**config.mk**
```make
export PLATFORM = sky130hd
export DESIGN_NAME = ocu_top
export DESIGN_NICKNAME = d
export VERILOG_FILES = /design/src/rtl/ocu_pkg.sv /design/src/rtl/ocu_regs.sv /design/src/rtl/ocu_match_fsm.sv /design/src/rtl/ocu_out.sv /design/src/rtl/ocu_top.sv
export SDC_FILE = /design/constraint.sdc
export NUM_CORES = 1
export LEC_CHECK = 0
export BUFFER_PORTS_ARGS = -buffer_cell sky130_fd_sc_hd__buf_2
export CORE_ASPECT_RATIO = 1.1
export CORE_UTILIZATION = 48
export CTS_BUF_LIST = sky130_fd_sc_hd__clkbuf_4 sky130_fd_sc_hd__clkbuf_8 sky130_fd_sc_hd__clkbuf_16
export DETAILED_ROUTE_END_ITERATION = 7
export PLACE_DENSITY_LB_ADDON = 0.15
export SLEW_MARGIN = 10
export SYNTH_ARGS = -nofsm -noshare
export SYNTH_HDL_FRONTEND = slang
export SYNTH_SLANG_ARGS = --single-unit
```
**constraint.sdc**
```tcl
create_clock -name clk -period 2.9 [get_ports clk]
set_clock_uncertainty 0.05 [all_clocks]
set_input_delay 0.58 -clock clk [delete_from_list [all_inputs] [get_ports clk]]
set_output_delay 0.58 -clock clk [all_outputs]
set_load 0.01 [all_outputs]
```
**src/rtl/ocu_pkg.sv**
```systemverilog
package ocu_pkg;

    // register word addresses
    localparam logic [1:0] ADDR_CMP  = 2'd0;
    localparam logic [1:0] ADDR_MODE = 2'd1;
    localparam logic [1:0] ADDR_CFG  = 2'd2;
    localparam logic [1:0] ADDR_FLAG = 2'd3;

    // configuration bit positions
    localparam int CFG_TSEL = 0;
    localparam int CFG_HIZ  = 1;
    localparam int CFG_IE   = 2;

    // mode field encodings
    localparam logic [3:0] MD_OFF    = 4'b0000;
    localparam logic [3:0] MD_TOGGLE = 4'b0010;
    localparam logic [3:0] MD_SET    = 4'b1000;
    localparam logic [3:0] MD_CLEAR  = 4'b1001;
    localparam logic [3:0] MD_SWI    = 4'b1010;

    typedef enum logic [1:0] {
        ST_OFF  = 2'd0,
        ST_WAIT = 2'd1,
        ST_HELD = 2'd2
    } match_st_t;

    function automatic logic mode_active(input logic [3:0] m);
        return (m == MD_TOGGLE) || (m == MD_SET) ||
               (m == MD_CLEAR)  || (m == MD_SWI);
    endfunction

endpackage

```
**src/rtl/ocu_regs.sv**
```systemverilog
module ocu_regs
    import ocu_pkg::*;
#(
    parameter int CNT_W = 16
) (
    input  logic             clk,
    input  logic             rst_n,
    input  logic             wr_en,
    input  logic [1:0]       wr_addr,
    input  logic [CNT_W-1:0] wr_data,
    output logic [CNT_W-1:0] cmp_val,
    output logic [3:0]       mode,
    output logic             tsel,
    output logic             hiz,
    output logic             ie,
    output logic             mode_zero_wr,
    output logic             flag_wr,
    output logic             flag_wr_val
);

    always_ff @(posedge clk) begin
        if (!rst_n) begin
            cmp_val <= '0;
            mode    <= MD_OFF;
            tsel    <= 1'b0;
            hiz     <= 1'b1;
            ie      <= 1'b0;
        end else if (wr_en) begin
            unique case (wr_addr)
                ADDR_CMP:  cmp_val <= wr_data;
                ADDR_MODE: mode    <= wr_data[3:0];
                ADDR_CFG: begin
                    tsel <= wr_data[CFG_TSEL];
                    hiz  <= wr_data[CFG_HIZ];
                    ie   <= wr_data[CFG_IE];
                end
                default: ;
            endcase
        end
    end

    always_comb begin
        mode_zero_wr = wr_en && (wr_addr == ADDR_MODE) && (wr_data[3:0] == MD_OFF);
        flag_wr      = wr_en && (wr_addr == ADDR_FLAG);
        flag_wr_val  = wr_data[0];
    end

endmodule

```
**src/rtl/ocu_match_fsm.sv**
```systemverilog
module ocu_match_fsm
    import ocu_pkg::*;
#(
    parameter int CNT_W = 16
) (
    input  logic             clk,
    input  logic             rst_n,
    input  logic [CNT_W-1:0] timer_a,
    input  logic [CNT_W-1:0] timer_b,
    input  logic             tsel,
    input  logic [CNT_W-1:0] cmp_val,
    input  logic [3:0]       mode,
    output logic             eq,
    output logic             fire
);

    match_st_t st_q, st_d;
    logic [CNT_W-1:0] count_sel;
    logic             active;

    always_comb begin
        count_sel = tsel ? timer_b : timer_a;
        eq        = (count_sel == cmp_val);
        active    = mode_active(mode);
    end

    // state register
    always_ff @(posedge clk) begin
        if (!rst_n) st_q <= ST_OFF;
        else        st_q <= st_d;
    end

    // next state
    always_comb begin
        st_d = st_q;
        if (!active) begin
            st_d = ST_OFF;
        end else begin
            unique case (st_q)
                ST_OFF:  st_d = eq ? ST_HELD : ST_WAIT;
                ST_WAIT: st_d = eq ? ST_HELD : ST_WAIT;
                ST_HELD: st_d = eq ? ST_HELD : ST_WAIT;
                default: st_d = ST_OFF;
            endcase
        end
    end

    // outputs: fire only on the WAIT->HELD transition
    always_comb begin
        fire = 1'b0;
        unique case (st_q)
            ST_WAIT: fire = active && eq;
            ST_OFF,
            ST_HELD: fire = 1'b0;
            default: fire = 1'b0;
        endcase
    end

endmodule

```
**src/rtl/ocu_out.sv**
```systemverilog
module ocu_out
    import ocu_pkg::*;
(
    input  logic       clk,
    input  logic       rst_n,
    input  logic       fire,
    input  logic [3:0] mode,
    input  logic       mode_zero_wr,
    input  logic       flag_wr,
    input  logic       flag_wr_val,
    input  logic       hiz,
    input  logic       ie,
    output logic       latch,
    output logic       flag,
    output logic       pin_val,
    output logic       pin_oe,
    output logic       irq
);

    logic latch_d, flag_d;

    always_comb begin
        latch_d = latch;
        if (mode_zero_wr) begin
            latch_d = 1'b0;
        end else if (fire) begin
            unique case (mode)
                MD_SET:    latch_d = 1'b1;
                MD_CLEAR:  latch_d = 1'b0;
                MD_TOGGLE: latch_d = ~latch;
                default:   latch_d = latch;
            endcase
        end
        flag_d = flag;
        if (fire)         flag_d = 1'b1;
        else if (flag_wr) flag_d = flag_wr_val;
    end

    always_ff @(posedge clk) begin
        if (!rst_n) begin
            latch <= 1'b0;
            flag  <= 1'b0;
        end else begin
            latch <= latch_d;
            flag  <= flag_d;
        end
    end

    always_comb begin
        pin_oe  = ~hiz;
        pin_val = latch & ~hiz;
        irq     = flag & ie;
    end

endmodule

```
**src/rtl/ocu_top.sv**
```systemverilog
module ocu_top
    import ocu_pkg::*;
#(
    parameter int CNT_W = 16
) (
    input  logic             clk,
    input  logic             rst_n,
    input  logic             wr_en,
    input  logic [1:0]       wr_addr,
    input  logic [CNT_W-1:0] wr_data,
    input  logic [CNT_W-1:0] timer_a,
    input  logic [CNT_W-1:0] timer_b,
    output logic             pin_val,
    output logic             pin_oe,
    output logic             cmp_flag,
    output logic             irq
);

    logic [CNT_W-1:0] cmp_val;
    logic [3:0]       mode;
    logic             tsel, hiz, ie;
    logic             mode_zero_wr, flag_wr, flag_wr_val;
    logic             eq, fire, latch;

    ocu_regs #(.CNT_W(CNT_W)) u_regs (
        .clk          (clk),
        .rst_n        (rst_n),
        .wr_en        (wr_en),
        .wr_addr      (wr_addr),
        .wr_data      (wr_data),
        .cmp_val      (cmp_val),
        .mode         (mode),
        .tsel         (tsel),
        .hiz          (hiz),
        .ie           (ie),
        .mode_zero_wr (mode_zero_wr),
        .flag_wr      (flag_wr),
        .flag_wr_val  (flag_wr_val)
    );

    ocu_match_fsm #(.CNT_W(CNT_W)) u_fsm (
        .clk     (clk),
        .rst_n   (rst_n),
        .timer_a (timer_a),
        .timer_b (timer_b),
        .tsel    (tsel),
        .cmp_val (cmp_val),
        .mode    (mode),
        .eq      (eq),
        .fire    (fire)
    );

    ocu_out u_out (
        .clk          (clk),
        .rst_n        (rst_n),
        .fire         (fire),
        .mode         (mode),
        .mode_zero_wr (mode_zero_wr),
        .flag_wr      (flag_wr),
        .flag_wr_val  (flag_wr_val),
        .hiz          (hiz),
        .ie           (ie),
        .latch        (latch),
        .flag         (cmp_flag),
        .pin_val      (pin_val),
        .pin_oe       (pin_oe),
        .irq          (irq)
    );

endmodule

```
Word-level counts from Yosys, hierarchy flattened
Cells that the tools add are included.
{ "totals": {"regBits": 27, "inputBits": 53, "wordCells": 48} }
{ "op_classes": {"n_mux": 6, "bitwise_logic": 5, "n_eq_ne": 10, "reduce_logical": 19} }
{ "op_table": {"columns": ["cell", "n"], "rows": [
  ["16-bit equality test", 1],
  ["16-bit 2-to-1 mux", 1],
  ["4-bit equality test (second input constant)", 3],
  ["2-bit AND reduction", 4],
  ["2-bit equality test (second input constant)", 3],
  ["2-bit by 1-bit equality test with 1-bit output (second input constant)", 2],
  ["4-bit by 2-bit equality test with 1-bit output (second input constant)", 1],
  ["1-bit logical AND", 4],
  ["2-bit zero test", 2],
  ["4-bit zero test", 1],
  ["1-bit logical OR", 3],
  ["1-bit 2-to-1 mux", 3],
  ["1-bit inverter", 3],
  ["1-bit one-hot mux with 3 select lines", 1],
  ["3-bit AND reduction", 1],
  ["3-bit nonzero test", 1],
  ["3-bit OR reduction", 1],
  ["1-bit bitwise AND", 2],
  ["2-bit 2-to-1 mux", 1],
  ["2-bit nonzero test", 1],
  ["2-bit OR reduction", 1]
]} }

Depth between registers and ports, before layout
Gate-level depths: netlist of run 1.
{ "depth": {"word_depth": 7, "mapped_depth": 8, "depth_no_buf": 6} }

By module
From an unflattened synthesis of run 1, not the netlist that was laid out.
{ "hier_totals": {"hier_cells": 164, "hier_area_um2": 1536.5} }
{ "modules_own_cells": {"columns": ["module", "seq_area_each_um2", "area_per_inst_um2", "n_inst", "cells_per_inst"], "rows": [
  ["ocu_regs", 460.4, 943.4, 1, 99],
  ["ocu_match_fsm", 40.0, 450.4, 1, 50],
  ["ocu_out", 40.0, 142.6, 1, 15]
]} }

Least setup slack after synthesis of run 1
OpenSTA, ideal clock, no wires.
{ "synth_path": {"path_kind": "reg-to-reg", "startpoint": "register u_regs.tsel", "endpoint": "register u_out.latch", "setup_ps": 86, "t_arrival_ps": 1989, "slack_ps": 776, "n_path_buf": 2, "path_stages_with_launch": 9, "required_ps": 2764, "path_cell_list": "dfxtp_1 -> buf_6 -> buf_12 -> mux2i_1 -> xnor2_1 -> nor4_2 -> nand4_1 -> or4_1 -> a211oi_1"} }
{ "synth_between": {"elab_chain_cells": 5} }
{ "synth_lines": {"columns": ["item", "line", "text"], "rows": [
  ["start, declared", "ocu_regs.sv:13", "output logic tsel,"],
  ["start signal, assigned", "ocu_regs.sv:33", "tsel <= wr_data[CFG_TSEL];"],
  ["16-bit 2-to-1 mux", "ocu_match_fsm.sv:22", "count_sel = tsel ? timer_b : timer_a;"],
  ["16-bit equality test", "ocu_match_fsm.sv:23", "eq = (count_sel == cmp_val);"],
  ["1-bit logical AND", "ocu_match_fsm.sv:52", "ST_WAIT: fire = active && eq;"],
  ["1-bit 2-to-1 mux", "ocu_match_fsm.sv:51", "unique case (st_q)"],
  ["2-bit AND reduction (no line)", null, null],
  ["end signal, assigned", "ocu_out.sv:44", "latch <= latch_d;"],
  ["end, declared", "ocu_out.sv:13", "output logic latch,"]
]} }
No other way between the ends.
A chain may end at the register's enable or synchronous reset.

Worst setup path after layout of run 1
Ends and elaborated chain as after synthesis.

==> results.sh, run 1 <==
export IMPL_globalplace_congestion=0.838
export IMPL_grt_pass1_vias=1207
export IMPL_crit_required_ns=3.09
export IMPL_worstMarginPinSlew_ns=0.534
export IMPL_grt_antenna_before_repair=0
export IMPL_drive_gt1_share_pct=31.1
export IMPL_worstHoldEndpoint="u_regs.cmp_val[3]$_SDFFE_PN0P_"
export IMPL_max_vdd_ir_drop_mv=0.284
export IMPL_cts_htree_levels=1
export IMPL_die_w_um=54.5
export IMPL_finalCriticalPeriod_ns=2.59
export IMPL_min_delay_start="u_regs.cmp_val[3]$_SDFFE_PN0P_"
export IMPL_nets=273
export IMPL_cts_root_buf="clkbuf_4"
export IMPL_drt_total_wl_um=3030
export IMPL_rsz0062_at_grt="no"
export IMPL_grt_pass1_wl_um=4820
export IMPL_fmax_ghz=0.385
export IMPL_clock_latency_ns=0.31
export IMPL_clk_pin_slew_worst_paths_ns=0.14
export IMPL_status="complete, no violations"
export IMPL_arrival_ns=2.78
export IMPL_drc=0
export IMPL_syn_area_um2=1460
export IMPL_power_density_nw_per_um2=377
export IMPL_cts_made_buffers=3
export IMPL_postSynthAreaPerCell_um2=8.94
export IMPL_tns_ns=0
export IMPL_num_rows=20
export IMPL_start_kind="flip-flop"
export IMPL_r2r_end="u_out.latch$_SDFFE_PP0P_"
export IMPL_setup_violations=0
export IMPL_maxSlewViolCount=0
export IMPL_worstSetupPathType="reg -> reg"
export IMPL_critPathBufInv=1
export IMPL_dp_hpwl_um=2370
export IMPL_grt_ovfl_total=0
export IMPL_routedWlPerCell_um=12.0
export IMPL_area_growth_syn_to_layout_pct=22.7
export IMPL_via_count=1303
export IMPL_vias_per_cell=5.17
export IMPL_synth_fp_nets=216
export IMPL_ios=57
export IMPL_grtUsageTotal_pct=20.0
export IMPL_fillers=236
export IMPL_ys_types=28
export IMPL_synth_seq_cells=27
export IMPL_placed_cells=247
export IMPL_max_stage_delay_ns=0.55
export IMPL_drtPass1Iterations=4
export IMPL_regToRegSetupSlack_ns=0.31
export IMPL_cts_buffer_depth=2
export IMPL_drtIter0Drc=27
export IMPL_crit_chain="buf_4, mux2i_1, xnor2_1, nor4_1, nand4_1, or4_1, a211oi_1"
export IMPL_drv_cap=0
export IMPL_crit_fanout=12
export IMPL_grt_max_degree=27
export IMPL_cp_top_family="simple AND/OR/NAND/NOR gates"
export IMPL_hold_buffers=0
export IMPL_slowest_stage="or4_1"
export IMPL_antenna_left=0
export IMPL_period_share_pct=89.5
export IMPL_reg2reg_depth=7
export IMPL_die_h_um=59.8
export IMPL_io_buffer_count=56
export IMPL_hold_class="reg -> reg"
export IMPL_min_delay_path_depth=2
export IMPL_r2r_start="u_regs.tsel$_SDFFE_PN0P_"
export IMPL_yosys_warnings=0
export IMPL_cts_tree="built"
export IMPL_fp_dieArea_um2=3260
export IMPL_syn_inst=163
export IMPL_ys_seq_area_share_pct=37.1
export IMPL_cts_sinks=27
export IMPL_start_util_pct=51.5
export IMPL_antenna_cells=0
export IMPL_end_kind="flip-flop"
export IMPL_finalHoldViolations=0
export IMPL_core_area_um2=2830
export IMPL_leakagePower_nw=0.713
export IMPL_totalPowerFinal_uw=675
export IMPL_finalNonFillerCells=252
export IMPL_slew_limit_headroom_pct=63.5
==> metal layers <==
metal  part of all wire [%]  routed length, µm  GRT usage [%]  vias up
met3                    4.3                131           2.29        2
met2                     48               1470           36.1       38
met4                   0.56                 17           6.23        0
li1                       -                  -              -      665
met5                      0                  0              0        -
met1                     47               1410           24.0      598
==> synth_stat cells (all sizes together) <==
cell type	instances	area [µm²]
nor3b	1	7.51
nor2	4	15.0
nand4	1	6.26
o21a	1	7.51
a211oi	1	7.51
nand2	35	131
clkbuf	5	18.8
and2	1	6.26
nor2b	8	50.1
dfxtp	27	541
a21boi	16	120
nand3b	2	15.0
o21ai	2	10.0
nand2b	3	18.8
a2111oi	1	8.76
mux2	1	11.3
inv	2	7.51
nor4	5	37.5
mux2i	22	220
or4	2	15.0
xnor2	16	140
or3b	1	8.76
nand3	2	10.0
buf	2	31.3
a21oi	1	5.00
a22oi	1	7.51
==> through the flow <==
step	utilization [%]	setup slack (ns)	cell area [µm²]	hold WS [ns]
after floorplan	-	0.776	1460	0.401
after global placement	61.9	0.301	1750	0.416
after detailed placement	61.9	0.176	1750	0.419
after CTS	62.9	0.162	1780	0.438
after global routing	63.2	0.0905	1790	0.438
final	63.2	0.305	1790	0.434
==> cell families after synthesis <==
| family | count (synthesis) | share of synthesized area, % |
|---|---|---|
| DFF | 27 | 37.1 |
| muxes | 23 | 15.9 |
| xor gates and xnor gates | 16 | 9.61 |
| buffers and inverters | 9 | 3.95 |
| AOI/OAI and AO/OA | 23 | 11.4 |
| and+or+nand+nor | 65 | 22.1 |
==> worst max path at each step <==
stage,start,to,cells after the start
2_1_floorplan,u_regs.tsel$_SDFFE_PN0P_,u_out.latch$_SDFFE_PP0P_,8
3_5_place_dp,u_regs.tsel$_SDFFE_PN0P_,u_out.latch$_SDFFE_PP0P_,7
4_1_cts,u_regs.tsel$_SDFFE_PN0P_,u_out.latch$_SDFFE_PP0P_,7
3_3_place_gp,u_regs.tsel$_SDFFE_PN0P_,u_out.latch$_SDFFE_PP0P_,7
5_1_grt,u_regs.tsel$_SDFFE_PN0P_,u_out.latch$_SDFFE_PP0P_,7
6_report,u_regs.tsel$_SDFFE_PN0P_,u_out.latch$_SDFFE_PP0P_,7
==> state kept, by name, summed over array words and instances (netlist names) <==
name and count:
u_regs.cmp_val 16, u_regs.mode 4, u_out.flag 1, u_regs.tsel 1, u_regs.ie 1, u_fsm.st_q 2
u_out.latch 1, u_regs.hiz 1
==> layout make-up <==
class / count / area (µm²) / area share [%]
Tap cell: 33 / 41.3 / 2.31
Inverter: 2 / 7.51 / 0.420
Multi-Input combinational cell: 127 / 865 / 48.4
Clock buffer: 4 / 30.0 / 1.68
Timing Repair Buffer: 59 / 303 / 16.9
Sequential cell: 27 / 542 / 30.3
==> repair_timing <==
item / in CTS / in global routing
endpoints found under the hold margin: 0 / 0
buffers inserted: 0 / 1
resized for setup: 0 / 1
setup endpoints to repair: 0 / 1
==> power by group <==
| part | internal [mW] | switching, mW | total [mW] |
|---|---|---|---|
| combinational | 0.0656 | 0.0526 | 0.118 |
| clock | 0.0629 | 0.102 | 0.165 |
| sequential | 0.383 | 0.00862 | 0.391 |
| total | 0.511 | 0.163 | 0.675 |
==> tightest hold or removal path: stages (launching register included) <==
cell and delay [ns]:
dfxtp_1 0.34, nand2_1 0.05, a21boi_0 0.06
==> layout by cell type (no fill, tap or decap), types with 2 or more instances in the layout <==
| master | instances |
|---|---|
| nand2_1 | 35 |
| nand2b_1 | 3 |
| a21boi_0 | 16 |
| inv_1 | 2 |
| buf_4 | 3 |
| nand3b_1 | 2 |
| o21ai_0 | 2 |
| mux2i_1 | 22 |
| buf_2 | 56 |
| or4_1 | 2 |
| xnor2_1 | 16 |
| dfxtp_1 | 26 |
| nor2_1 | 4 |
| nor2b_1 | 8 |
| clkbuf_4 | 4 |
| nand3_1 | 2 |
| nor4_1 | 4 |
Power figures use the tool's default switching activity.
==> run 2: changes to the inputs <==
- CORE_UTILIZATION: 48 -> 42
==> run 2 against run 1 <==
  * Combinational power is essentially flat
  * Maximum frequency grew 6.3%
  * Clock power is essentially flat
  * Routed wire length grew 3.6%
  * Total power grew 0.14%
  * Die area grew 14%
  * Sequential share of layout area shrank 0.45 points
  * Sequential power is essentially flat
  * Cell count grew 6.3%
  * Largest power group unchanged
  * Sequential cell count is the same
  * Worst setup slack gained 0.15 ns
  * Global-route usage shrank 1.0 points
  * Critical endpoint unchanged
  * Critical path type unchanged
==> results.sh, run 2 (synthesized netlist as in run 1, its figures left out) <==
export IMPL_slew_limit_headroom_pct=60.6
export IMPL_maxSlewViolCount=0
export IMPL_finalHoldViolations=0
export IMPL_grt_max_degree=27
export IMPL_cts_htree_levels=1
export IMPL_cts_buffer_depth=2
export IMPL_crit_required_ns=3.10
export IMPL_min_delay_path_depth=3
export IMPL_crit_fanout=7
export IMPL_start_kind="flip-flop"
export IMPL_leakagePower_nw=0.719
export IMPL_drv_cap=0
export IMPL_fillers=324
export IMPL_reg_top3="u_regs.cmp_val (16), u_regs.mode (4), u_fsm.st_q (2)"
export IMPL_num_rows=22
export IMPL_drt_total_wl_um=3140
export IMPL_cts_made_buffers=3
export IMPL_utilization_pct=54.4
export IMPL_ff_latch_area_um2=541
export IMPL_core_area_um2=3330
export IMPL_whs_ns=0.435
export IMPL_final_cell_mix="56 x buf_2, 35 x nand2_1, 27 x dfxtp_1"
export IMPL_cts_tree="built"
export IMPL_routedWlPerCell_um=11.7
export IMPL_power_density_nw_per_um2=373
export IMPL_r2r_start="u_regs.tsel$_SDFFE_PN0P_"
export IMPL_nets=274
export IMPL_antenna_cells=0
export IMPL_antenna_left=0
export IMPL_die_w_um=58.2
export IMPL_die_h_um=63.8
export IMPL_largest_reg_flops=16
export IMPL_area_growth_syn_to_layout_pct=24.2
export IMPL_multiInputGateArea_um2=865
export IMPL_grt_pass1_vias=1264
export IMPL_r2r_end="u_out.latch$_SDFFE_PP0P_"
export IMPL_io_buffer_count=56
export IMPL_via_count=1314
export IMPL_clk_pin_slew_worst_paths_ns=0.15
export IMPL_worstMarginPinSlew_ns=0.576
export IMPL_grtUsageTotal_pct=19.0
export IMPL_grt_antenna_before_repair=0
export IMPL_cts_repair_resized=0
export IMPL_worstHoldEndpoint="u_regs.cmp_val[13]$_SDFFE_PN0P_"
export IMPL_regToRegSetupSlack_ns=0.46
export IMPL_fmax_ghz=0.410
export IMPL_clock_latency_ns=0.32
export IMPL_max_vdd_ir_drop_mv=0.191
export IMPL_post_cts_setup_buffer_count=0
export IMPL_end_kind="flip-flop"
export IMPL_reg2reg_depth=7
export IMPL_dp_hpwl_um=2440
export IMPL_worstSetupPathType="reg -> reg"
export IMPL_ios=57
export IMPL_hold_buffers=0
export IMPL_start_util_pct=43.8
export IMPL_fp_dieArea_um2=3710
export IMPL_grt_pass1_wl_um=5400
export IMPL_drtPass1Iterations=4
export IMPL_vias_per_cell=4.90
export IMPL_arrival_ns=2.64
export IMPL_drtIter0Drc=22
export IMPL_cts_root_buf="clkbuf_4"
export IMPL_tns_ns=0
export IMPL_min_delay_start="wr_data[13]"
export IMPL_hold_class="in -> reg"
export IMPL_drive_gt1_share_pct=30.9
export IMPL_status="complete, no violations"
export IMPL_top_register="u_regs.cmp_val"
export IMPL_finalNonFillerCells=268
export IMPL_cts_sinks=27
export IMPL_drc=0
export IMPL_period_share_pct=84.1
export IMPL_placed_cells=264
export IMPL_finalCriticalPeriod_ns=2.44
export IMPL_grt_ovfl_total=0
export IMPL_rsz0062_at_grt="no"
export IMPL_globalplace_congestion=0.785
export IMPL_mostFrequentLayoutCell="buf_2"
export IMPL_setup_violations=0
-- run 2: metrics by stage --
step | power, mW | instance area [µm²] | setup slack (ns)
3_5_place_dp | 0.521 | 1780 | 0.385
6_report | 0.676 | 1810 | 0.460
3_3_place_gp | 0.517 | 1780 | 0.489
4_1_cts | 0.687 | 1810 | 0.410
5_1_grt | 0.722 | 1810 | 0.278
2_1_floorplan | 0.468 | 1460 | 0.776
-- run 2: layer usage --
metal	global-route usage [%]	wire, µm	up-vias	part of all wire, %
li1	-	-	671	-
met1	24.0	1420	608	45
met2	32.0	1560	33	50
met3	2.43	133	2	4.2
met4	8.04	23	0	0.73
met5	0	0	-	0
-- run 2: how the worst max path moves through the flow --
| stage | from | to | slack, ns |
|---|---|---|---|
| after floorplan | u_regs.tsel$_SDFFE_PN0P_ | u_out.latch$_SDFFE_PP0P_ | 0.78 |
| after global placement | timer_b[5] | u_out.latch$_SDFFE_PP0P_ | 0.49 |
| after detailed placement | timer_b[6] | u_out.latch$_SDFFE_PP0P_ | 0.38 |
| after CTS | u_regs.tsel$_SDFFE_PN0P_ | u_out.latch$_SDFFE_PP0P_ | 0.41 |
| after global routing | u_regs.tsel$_SDFFE_PN0P_ | u_out.latch$_SDFFE_PP0P_ | 0.28 |
| final | u_regs.tsel$_SDFFE_PN0P_ | u_out.latch$_SDFFE_PP0P_ | 0.46 |
-- run 2: layout make-up --
cell class	instances	share of cell area [%]
tap	48	3.32
clock inverter	1	0.276
multi-input combinational	127	47.8
sequential	27	29.9
inverter	2	0.415
clock buffer	3	1.24
timing repair buffer	60	17.1
-- run 2: critical path, stage by stage, from the launching register on --
cell      delay, ns
dfxtp_1        0.40
buf_4          0.20
mux2i_1        0.25
xnor2_1        0.09
nor4_1         0.34
nand4_1        0.24
or4_1          0.55
a211oi_1       0.24
-- run 2: report_power, final --
group	internal (mW)	leakage (nW)	switching [mW]
registers	0.383	0.219	0.00789
logic	0.0666	0.482	0.0541
clock network	0.0517	0.0177	0.113
